### src/rtl/rxobj_pkg.sv
package rxobj_pkg;

  localparam int CTL_W    = 12;
  localparam int POS_PEND = 0;
  localparam int POS_RXEN = 2;
  localparam int POS_TXEN = 4;
  localparam int POS_LOST = 6;
  localparam int POS_RMT  = 8;
  localparam int POS_NEW  = 10;

  typedef enum logic [1:0] {
    FLD_HOLD0 = 2'b00,
    FLD_CLR   = 2'b01,
    FLD_SET   = 2'b10,
    FLD_HOLD  = 2'b11
  } fld_t;

  function automatic logic fld_apply(input logic cur, input logic [1:0] f);
    case (fld_t'(f))
      FLD_CLR: fld_apply = 1'b0;
      FLD_SET: fld_apply = 1'b1;
      default: fld_apply = cur;
    endcase
  endfunction

endpackage

### src/rtl/rxobj_rst_sync.sv
module rxobj_rst_sync #(
  parameter int STAGES = 2
) (
  input  logic clk,
  input  logic rst_n,
  output logic rst_n_sync
);

  logic [STAGES-1:0] sync_q;

  always_ff @(posedge clk or negedge rst_n) begin
    if (!rst_n) sync_q <= '0;
    else        sync_q <= {sync_q[STAGES-2:0], 1'b1};
  end

  assign rst_n_sync = sync_q[STAGES-1];

endmodule

### src/rtl/rxobj_slot.sv
module rxobj_slot
  import rxobj_pkg::*;
#(
  parameter int PAY_W = 99
) (
  input  logic             clk,
  input  logic             rst_n,
  input  logic             ld_en,
  input  logic [PAY_W-1:0] ld_pay,
  input  logic             ld_rmt,
  input  logic             wr_en,
  input  logic [1:0]       f_new,
  input  logic [1:0]       f_rmt,
  input  logic [1:0]       f_pend,
  output logic [PAY_W-1:0] pay_q,
  output logic             new_q,
  output logic             rmt_q,
  output logic             pend_q
);

  logic [PAY_W-1:0] pay_n;
  logic             new_n, rmt_n, pend_n;

  always_comb begin
    pay_n  = pay_q;
    new_n  = new_q;
    rmt_n  = rmt_q;
    pend_n = pend_q;
    if (ld_en) begin
      pay_n  = ld_pay;
      new_n  = 1'b1;
      pend_n = 1'b1;
      rmt_n  = ld_rmt;
    end else if (wr_en) begin
      new_n  = fld_apply(new_q, f_new);
      rmt_n  = fld_apply(rmt_q, f_rmt);
      pend_n = fld_apply(pend_q, f_pend);
    end
  end

  always_ff @(posedge clk or negedge rst_n) begin
    if (!rst_n) begin
      pay_q  <= '0;
      new_q  <= 1'b0;
      rmt_q  <= 1'b0;
      pend_q <= 1'b0;
    end else begin
      if (ld_en) pay_q <= pay_n;
      if (ld_en || wr_en) begin
        new_q  <= new_n;
        rmt_q  <= rmt_n;
        pend_q <= pend_n;
      end
    end
  end

  assert_store_flags_R2: assert property (@(posedge clk) disable iff (!rst_n)
    ld_en |=> (new_q && pend_q && (rmt_q == $past(ld_rmt)) && (pay_q == $past(ld_pay))));

  assert_idle_hold_R4: assert property (@(posedge clk) disable iff (!rst_n)
    (!ld_en && !wr_en) |=> ($stable(pay_q) && $stable(new_q) && $stable(rmt_q) && $stable(pend_q)));

endmodule

### src/rtl/rxobj_ctl.sv
module rxobj_ctl
  import rxobj_pkg::*;
#(
  parameter int NBUF = 2
) (
  input  logic             clk,
  input  logic             rst_n,
  input  logic             store_en,
  input  logic             ctl_wr,
  input  logic [CTL_W-1:0] ctl_wdata,
  output logic             view_q,
  output logic [NBUF-1:0]  ld_sel,
  output logic [NBUF-1:0]  wr_sel,
  output logic             lost_q,
  output logic             rxen_q
);

  logic [NBUF-1:0] alloc_q, alloc_w, alloc_n;
  logic            view_w, view_n, tgt, both, rel;
  logic            lost_n, rxen_n, txen_q, txen_n;

  always_comb begin
    rel = ctl_wr
          && (fld_t'(ctl_wdata[POS_NEW +: 2]) == FLD_CLR)
          && (fld_t'(ctl_wdata[POS_RMT +: 2]) == FLD_CLR);
    alloc_w = alloc_q;
    view_w  = view_q;
    if (rel) begin
      alloc_w[view_q] = 1'b0;
      if (alloc_q[~view_q]) view_w = ~view_q;
    end
    tgt     = alloc_w[view_w] ? ~view_w : view_w;
    both    = &alloc_w;
    alloc_n = alloc_w;
    ld_sel  = '0;
    if (store_en) begin
      alloc_n[tgt] = 1'b1;
      ld_sel[tgt]  = 1'b1;
    end
    view_n = view_w;
    lost_n = lost_q;
    rxen_n = rxen_q;
    txen_n = txen_q;
    if (ctl_wr) begin
      lost_n = fld_apply(lost_q, ctl_wdata[POS_LOST +: 2]);
      rxen_n = fld_apply(rxen_q, ctl_wdata[POS_RXEN +: 2]);
      txen_n = fld_apply(txen_q, ctl_wdata[POS_TXEN +: 2]);
    end
    if (store_en && both) lost_n = 1'b1;
  end

  for (genvar i = 0; i < NBUF; i++) begin : g_wsel
    assign wr_sel[i] = ctl_wr && (view_q == i[0]);
  end

  always_ff @(posedge clk or negedge rst_n) begin
    if (!rst_n) begin
      alloc_q <= '0;
      view_q  <= 1'b0;
      lost_q  <= 1'b0;
      rxen_q  <= 1'b0;
      txen_q  <= 1'b0;
    end else begin
      if (store_en || rel) begin
        alloc_q <= alloc_n;
        view_q  <= view_n;
      end
      if (store_en || ctl_wr) lost_q <= lost_n;
      if (ctl_wr) begin
        rxen_q <= rxen_n;
        txen_q <= txen_n;
      end
    end
  end

  assert_single_target_R7: assert property (@(posedge clk) disable iff (!rst_n)
    $onehot0(ld_sel));

  assert_view_untouched_R4: assert property (@(posedge clk) disable iff (!rst_n)
    (store_en && !ctl_wr && alloc_q[view_q]) |-> !ld_sel[view_q]);

  assert_release_switch_R5: assert property (@(posedge clk) disable iff (!rst_n)
    (rel && alloc_q[~view_q]) |=> (view_q != $past(view_q)));

  assert_overwrite_lost_R8: assert property (@(posedge clk) disable iff (!rst_n)
    (store_en && !ctl_wr && (&alloc_q)) |=> lost_q);

endmodule

### src/rtl/rxobj_dualbuf.sv
module rxobj_dualbuf
  import rxobj_pkg::*;
#(
  parameter int ID_W       = 29,
  parameter int DATA_BYTES = 8,
  parameter int DLC_W      = 4
) (
  input  logic                    clk,
  input  logic                    rst_n,
  input  logic                    store_en,
  input  logic [ID_W-1:0]         store_id,
  input  logic                    store_ext,
  input  logic                    store_rtr,
  input  logic [DLC_W-1:0]        store_dlc,
  input  logic [8*DATA_BYTES-1:0] store_data,
  input  logic                    ctl_wr,
  input  logic [CTL_W-1:0]        ctl_wdata,
  output logic [ID_W-1:0]         view_id,
  output logic                    view_ext,
  output logic                    view_rtr,
  output logic [DLC_W-1:0]        view_dlc,
  output logic [8*DATA_BYTES-1:0] view_data,
  output logic                    view_newdat,
  output logic                    view_rmtpnd,
  output logic                    view_intpnd,
  output logic                    msg_lost,
  output logic                    rx_irq
);

  localparam int DATA_W = 8 * DATA_BYTES;
  localparam int PAY_W  = ID_W + 2 + DLC_W + DATA_W;
  localparam int NBUF   = 2;

  logic             rst_s;
  logic             view_sel, rxen;
  logic [NBUF-1:0]  ld_sel, wr_sel, new_v, rmt_v, pend_v;
  logic [PAY_W-1:0] pay_in;
  logic [PAY_W-1:0] pay_v [NBUF];
  logic [PAY_W-1:0] pay_view;

  rxobj_rst_sync #(.STAGES(2)) i_rst (
    .clk        (clk),
    .rst_n      (rst_n),
    .rst_n_sync (rst_s)
  );

  rxobj_ctl #(.NBUF(NBUF)) i_ctl (
    .clk       (clk),
    .rst_n     (rst_s),
    .store_en  (store_en),
    .ctl_wr    (ctl_wr),
    .ctl_wdata (ctl_wdata),
    .view_q    (view_sel),
    .ld_sel    (ld_sel),
    .wr_sel    (wr_sel),
    .lost_q    (msg_lost),
    .rxen_q    (rxen)
  );

  assign pay_in = {store_id, store_ext, store_rtr, store_dlc, store_data};

  for (genvar i = 0; i < NBUF; i++) begin : g_slot
    rxobj_slot #(.PAY_W(PAY_W)) i_slot (
      .clk    (clk),
      .rst_n  (rst_s),
      .ld_en  (ld_sel[i]),
      .ld_pay (pay_in),
      .ld_rmt (store_rtr),
      .wr_en  (wr_sel[i]),
      .f_new  (ctl_wdata[POS_NEW +: 2]),
      .f_rmt  (ctl_wdata[POS_RMT +: 2]),
      .f_pend (ctl_wdata[POS_PEND +: 2]),
      .pay_q  (pay_v[i]),
      .new_q  (new_v[i]),
      .rmt_q  (rmt_v[i]),
      .pend_q (pend_v[i])
    );
  end

  assign pay_view = pay_v[view_sel];
  assign {view_id, view_ext, view_rtr, view_dlc, view_data} = pay_view;
  assign view_newdat = new_v[view_sel];
  assign view_rmtpnd = rmt_v[view_sel];
  assign view_intpnd = pend_v[view_sel];
  assign rx_irq      = rxen && (|pend_v);

  assert_irq_on_store_R9: assert property (@(posedge clk) disable iff (!rst_s)
    (store_en && !ctl_wr && rxen) |=> rx_irq);

endmodule

### config.mk
export PLATFORM = sky130hd
export DESIGN_NAME = rxobj_dualbuf
export DESIGN_NICKNAME = d
export VERILOG_FILES = /design/src/rtl/rxobj_pkg.sv /design/src/rtl/rxobj_rst_sync.sv /design/src/rtl/rxobj_slot.sv /design/src/rtl/rxobj_ctl.sv /design/src/rtl/rxobj_dualbuf.sv
export SDC_FILE = /design/constraint.sdc
export NUM_CORES = 1
export LEC_CHECK = 0
export CAP_MARGIN = 5
export CORE_MARGIN = 2
export CORE_UTILIZATION = 51
export CTS_CLUSTER_SIZE = 24
export DETAILED_ROUTE_END_ITERATION = 8
export PLACE_DENSITY = 0.81
export SLEW_MARGIN = 20
export SYNTH_ARGS = -nofsm -noshare
export SYNTH_HDL_FRONTEND = slang
export SYNTH_SLANG_ARGS = --single-unit
### constraint.sdc
create_clock -name clk -period 7.6 [get_ports clk]
set_clock_uncertainty 0.15 [all_clocks]
set_input_delay 1.14 -clock clk [delete_from_list [all_inputs] [get_ports clk]]
set_output_delay 1.14 -clock clk [all_outputs]
set_load 0.01 [all_outputs]
Word level (Yosys, flattened, before mapping)
Index checks and enable logic that the tools add are counted.
Storage, ports and cells
  register bits: 211
  bits of input ports: 115
  output and inout port bits: 104
  word-level logic and storage cells: 111
Operators by class
  order comparisons: 7
  equality and inequality tests: 10
  multiplexer cells: 42
  bitwise logic cells: 6
  reductions and logical operators: 33
Operators by type and width (number)
  two-way mux 99 bit: 3
  two-way mux 1 bit: 29
  AND reduction 3 bit: 7
  nonzero test 3 bit: 7
  equality test 2 x 1 -> 1 bit (second input constant): 5
  equality test 2 bit (second input constant): 5
  case mux 1 bit (2 select lines): 5
  logical AND 1 bit: 8
  less-than comparator 1 x 2 -> 1 bit (second input constant): 4
  nonzero test 2 bit: 4
  two-way mux 2 bit: 3
  logical OR 1 bit: 4
  AND reduction 2 bit: 2
  AND 2 bit: 1
  demux 1 bit (select 1 bit): 2
  greater-or-equal comparator 1 bit (second input constant): 2
  greater-or-equal comparator 2 bit (second input constant): 1
  inverter 1 bit: 2
  inverter 1 -> 2 bit: 1
  inverter 2 bit: 1
  OR 2 bit: 1
  OR reduction 2 bit: 1

Longest topological paths before layout
  depth in word-level cells: 17
  gate-level depth with buffers: 7
  mapped depth without buffers: 5

Modules after synthesis
Synthesis repeated with hierarchy kept, for this count alone.
Unflattened totals
  cell total of the unflattened synthesis: 616
  area, all modules: 9703.1 µm²
By module, submodules not included
  rxobj_slot: times used 2, cells an instance 228, area an instance 3856.2 µm², seq. area each 2552.4 µm²
  rxobj_dualbuf: times used 1, cells an instance 114, area an instance 1564.0 µm², seq. area each 0.0 µm²
  rxobj_ctl: times used 1, cells an instance 43, area an instance 372.9 µm², seq. area each 125.1 µm²
  rxobj_rst_sync: times used 1, cells an instance 3, area an instance 53.8 µm², seq. area each 50.0 µm²

Worst setup path after synthesis
Ideal clock, no wire load.
  path kind: register to output
  start point: register i_ctl.view_q
  end point: output port view_id[18]
  arrival time: 1.445 ns
  required time: 6.310 ns
  path slack: 4.865 ns
  cell stages (with the launch flop): 5
  buffers on the path: 3
  cells stage by stage: dfrtp_1 -> buf_2 -> clkbuf_1 -> clkbuf_1 -> mux2_2
On the way
  word-level cells in the longest chain between the ends: 4
Ends and longest elaborated chain
  from (decl): line rxobj_ctl.sv:11  | output logic view_q,
  from (signal assigned): line rxobj_ctl.sv:66  | view_q <= view_n;
  inverter 1 -> 2 bit (not written as such): line rxobj_dualbuf.sv:80  | assign pay_view = pay_v[view_sel];
  two-way mux 99 bit (not written as such) (3 in a row): line rxobj_dualbuf.sv:80
  to (decl): line rxobj_dualbuf.sv:18  | output logic [ID_W-1:0] view_id,
Every way passes these cells. The select of a mux whose other input is x is not followed.

Worst setup path after layout
  start point: register i_ctl.view_q
  end point: output port view_data[14]
On the way
  word-level cells in the longest chain between the ends: 4
Ends and longest elaborated chain
  inverter 1 -> 2 bit (not written as such): line rxobj_dualbuf.sv:80
  two-way mux 99 bit (not written as such) (3 in a row): line rxobj_dualbuf.sv:80
  to (decl): line rxobj_dualbuf.sv:22  | output logic [8*DATA_BYTES-1:0] view_data,
Every way passes these cells. The select of a mux whose other input is x is not followed.

==> flow_metrics.py <==
metrics = {
    "timing": {
        "finalHoldViolCount": 0,
        "rsz0062_at_grt": "no",
        "post-route-period-util_pct": 56.4,
        "achievable_frequency_mhz": 233,
        "report.final.slew_viol_count": 0,
        "layout_setup_ws_ns": 3.31,
        "timing_worst_slew_pin_value_ns": 0.926,
        "hold_ws_ns": 0.201,
        "worst_slew_margin_rel_pct": 38.3,
        "final.setup.tns_ns": 0,
        "timing.final.setup_violations": 0,
        "period_needed_ns": 4.29,
    },
    "final_layout": {
        "post_route_cells_drive_above_1_share_pct": 32.8,
        "finalCoreUtilization_pct": 68.1,
        "synthToLayoutAreaGrowth_pct": 31.5,
        "fillCellCount": 1274,
        "design.final.nets": 943,
        "postLayoutCellArea_um2": 12700,
    },
    "clock_tree": {
        "clock_tree.buffer_depth": 3,
        "cts_root_buffer": "clkbuf_16",
        "cts_made_buffers": 23,
        "worstSkewPairLatency_ns": 0.51,
        "htreeDepth": 1,
        "cts_tree": "done",
        "clkSlewWorstSetupHoldPaths_ns": 0.06,
        "cts_hold_buf": 0,
        "cts_post_setup_buffers_inserted": 0,
        "cts-resized-gates": 0,
        "tritoncts_sink_count": 211,
    },
    "pwr": {
        "power.combinational.fraction_pct": 40.4,
        "irDropWorstVdd_uv": 253,
        "clock_power_share_pct": 23.0,
        "intPower_mw": 3.45,
        "powerDensity_nw_per_um2": 383,
        "switching_share_pct": 29.0,
        "leakagePower_nw": 5.47,
        "power.switching_mw": 1.41,
        "power.share.sequential_pct": 36.6,
    },
    "synth": {
        "yosys_synthesis_warning_count": 0,
        "synthesis_stage_register_bit_count": 211,
        "synth_cell_type_count": 33,
        "yosys_most_used_dff": "dfrtp_1",
        "sequential_cell_area_fraction_in_the_yosys_report_pct": 54.7,
        "syn-num-nets": 729,
        "syn-cell-area_um2": 9650,
        "average_instance_area_after_synthesis_um2": 15.8,
        "synth_enable_flop_cells": 0,
        "async_flop_share_pct": 100,
        "postSynthCellCount": 612,
    },
    "worst_setup_path": {
        "crit_end": "view_data[14]",
        "cp-end-kind": "output pin",
        "worstSetupPathDepth": 3,
        "timing.critical_path.max_delay_family": "buffers and inverters",
        "register_to_register_path_depth": 5,
        "reg2reg_to": "g_slot[1].i_slot.pay_q[3]$_DFFE_PN0P_",
        "r2r_slack_ns": 4.03,
        "launching_element_of_the_worst_setup_path": "i_ctl.view_q$_DFFE_PN0P_",
        "crit_slowest_cell": "dfrtp_4",
        "worst_ep_required_time_ns": 6.31,
        "timing.critical_path.from_type": "flip-flop",
        "crit_path_max_incr_delay_ns": 0.75,
        "cp_data_arrival_time_ns": 3.00,
        "reg2reg_from": "i_ctl.view_q$_DFFE_PN0P_",
        "buffer_and_inverter_count_on_the_worst_path": 2,
        "critPathKind": "reg -> out",
        "worst-path-max-fanout": 80,
        "cp_cell_sequence": "buf_6 > mux2_2 > clkdlybuf4s50_1",
    },
    "floorplan": {
        "start_util_pct": 51.8,
        "die-height_um": 142,
        "coreArea_um2": 18600,
        "floorplan.io_pins": 219,
        "design.die.area_um2": 20000,
        "fp.dieW_um": 142,
        "row_count": 50,
    },
    "global_route": {
        "gr-total-overflow": 0,
        "grt_antenna_before_repair": 1,
        "grt_pass1_vias": 6463,
        "first_pass_grt_wire_length_um": 34700,
        "grt_util_all_layers_pct": 21.7,
        "grt_max_degree": 81,
    },
    "outcome": {
        "outcome": "complete, no violations",
    },
    "min_path": {
        "hold_path_class": "reg -> reg",
    },
    "route": {
        "drt-initial-drc-count": 203,
        "wl_per_cell_um": 20.0,
        "post_drt_via_cell_ratio": 5.41,
        "detail_route.first_pass.iterations": 4,
        "via_count": 5827,
        "remaining_drc_errors": 0,
        "ant_nets": 0,
        "total_wirelength_of_the_detailed_routed_design_um": 21600,
    },
    "place": {
        "numPortBuffers": 216,
        "dpl-instance-area_um2": 11900,
        "place.gp.congestion": 0.756,
        "detailed_place_hpwl_um": 14400,
        "preCtsSetupSlack_ns": 3.32,
    },
    "job": {
        "timing.max_cap.violations": 0,
    },
}
-- placed cells by master (no fill, tap or decap), types with 3 or more instances in the layout --
master,synthesis,routed
dfrtp_1,211,209
nand3_1,4,4
clkbuf_16,0,23
inv_1,3,3
mux2_1,78,78
mux2_4,78,78
nor2b_1,3,3
nor2_1,4,4
o21ai_0,7,7
mux2_2,147,147
clkinv_2,0,5
clkdlybuf4s50_1,0,216
clkbuf_8,0,5
clkbuf_1,2,5
nand2b_1,5,5
a21oi_1,4,4
buf_4,2,6
nand2_1,8,8
-- sequential cells by signal, indices dropped and copies added (netlist names) --
name	count
g_slot.i_slot.new_q	2
i_ctl.view_q	1
g_slot.i_slot.pend_q	2
i_ctl.lost_q	1
g_slot.i_slot.pay_q	198
g_slot.i_slot.rmt_q	2
i_ctl.alloc_q	2
i_ctl.rxen_q	1
i_rst.sync_q	2
-- per-layer routing --
layer	GRT usage, %	vias to the layer above	part of all wire, %
li1	-	2625	-
met1	26.8	3000	41
met2	37.6	151	50
met3	4.69	51	5.2
met4	7.84	0	3.7
met5	0	-	0
-- stage by stage --
stage          power (mW)  cells
5_1_grt              5.11   1077
2_1_floorplan        2.93    612
6_report             4.86   1077
3_5_place_dp         3.76   1035
4_1_cts              4.92   1076
3_3_place_gp         3.66   1034
-- how the worst min path moves through the flow --
stage | from | to | depth (start not counted)
after detailed placement | i_rst.sync_q[0]$_DFF_PN0_ | i_rst.sync_q[1]$_DFF_PN0_ | 0
after floorplan | i_rst.sync_q[0]$_DFF_PN0_ | i_rst.sync_q[1]$_DFF_PN0_ | 0
after global placement | i_rst.sync_q[0]$_DFF_PN0_ | i_rst.sync_q[1]$_DFF_PN0_ | 0
after CTS | i_rst.sync_q[0]$_DFF_PN0_ | i_rst.sync_q[1]$_DFF_PN0_ | 0
after global routing | i_rst.sync_q[0]$_DFF_PN0_ | i_rst.sync_q[1]$_DFF_PN0_ | 0
final | i_rst.sync_q[0]$_DFF_PN0_ | i_rst.sync_q[1]$_DFF_PN0_ | 0
-- final cells by class --
class	instances	area [um^2]	area share [%]
Tap cell	234	293	2.31
Multi-Input combinational cell	361	4090	32.2
Clock buffer	33	663	5.23
Timing Repair Buffer	225	2240	17.7
Sequential cell	211	5290	41.7
Antenna cell	1	2.50	0.0197
Clock inverter	8	93.8	0.739
Inverter	4	15.0	0.118
-- kinds of logic after synthesis --
| family | share of synthesized area [%] |
|---|---|
| AO/OA/AOI/OAI | 1.87 |
| adder cells (fa/ha/maj) | 0.259 |
| buffers and inverters | 3.14 |
| flip-flops | 54.7 |
| multiplexers | 38.5 |
| other | 0.0389 |
| AND/OR/NAND/NOR | 1.50 |
-- power groups by stage --
stage / Sequential (mW) / Clock, mW / Combinational (mW)
after floorplan: 1.70 / 0 / 1.23
after global placement: 1.75 / 0 / 1.92
after detailed placement: 1.79 / 0 / 1.97
after CTS: 1.78 / 1.15 / 1.99
after global routing: 1.83 / 1.20 / 2.08
final: 1.78 / 1.12 / 1.96
-- cell usage after synthesis (2+ instances only) --
| cell | count | area, um^2 |
|---|---|---|
| inv_1 | 3 | 11.3 |
| a22o_1 | 2 | 17.5 |
| nor2b_1 | 3 | 18.8 |
| buf_6 | 17 | 191 |
| nand3_1 | 4 | 20.0 |
| a221oi_2 | 2 | 30.0 |
| o22ai_1 | 2 | 12.5 |
| dfrtp_1 | 211 | 5280 |
| o21bai_1 | 2 | 15.0 |
| nand2_1 | 8 | 30.0 |
| mux2_2 | 147 | 1660 |
| a21oi_1 | 4 | 20.0 |
| mux2_4 | 78 | 1170 |
| buf_2 | 14 | 70.1 |
| nor4_1 | 2 | 12.5 |
| o211ai_1 | 2 | 15.0 |
| clkbuf_1 | 2 | 7.51 |
| ha_1 | 2 | 25.0 |
| buf_4 | 2 | 15.0 |
| nor2_1 | 4 | 15.0 |
| mux2_1 | 78 | 878 |
| nand2b_1 | 5 | 31.3 |
| a31oi_1 | 2 | 12.5 |
| o21ai_0 | 7 | 35.0 |
Power figures use the tool's default switching activity.
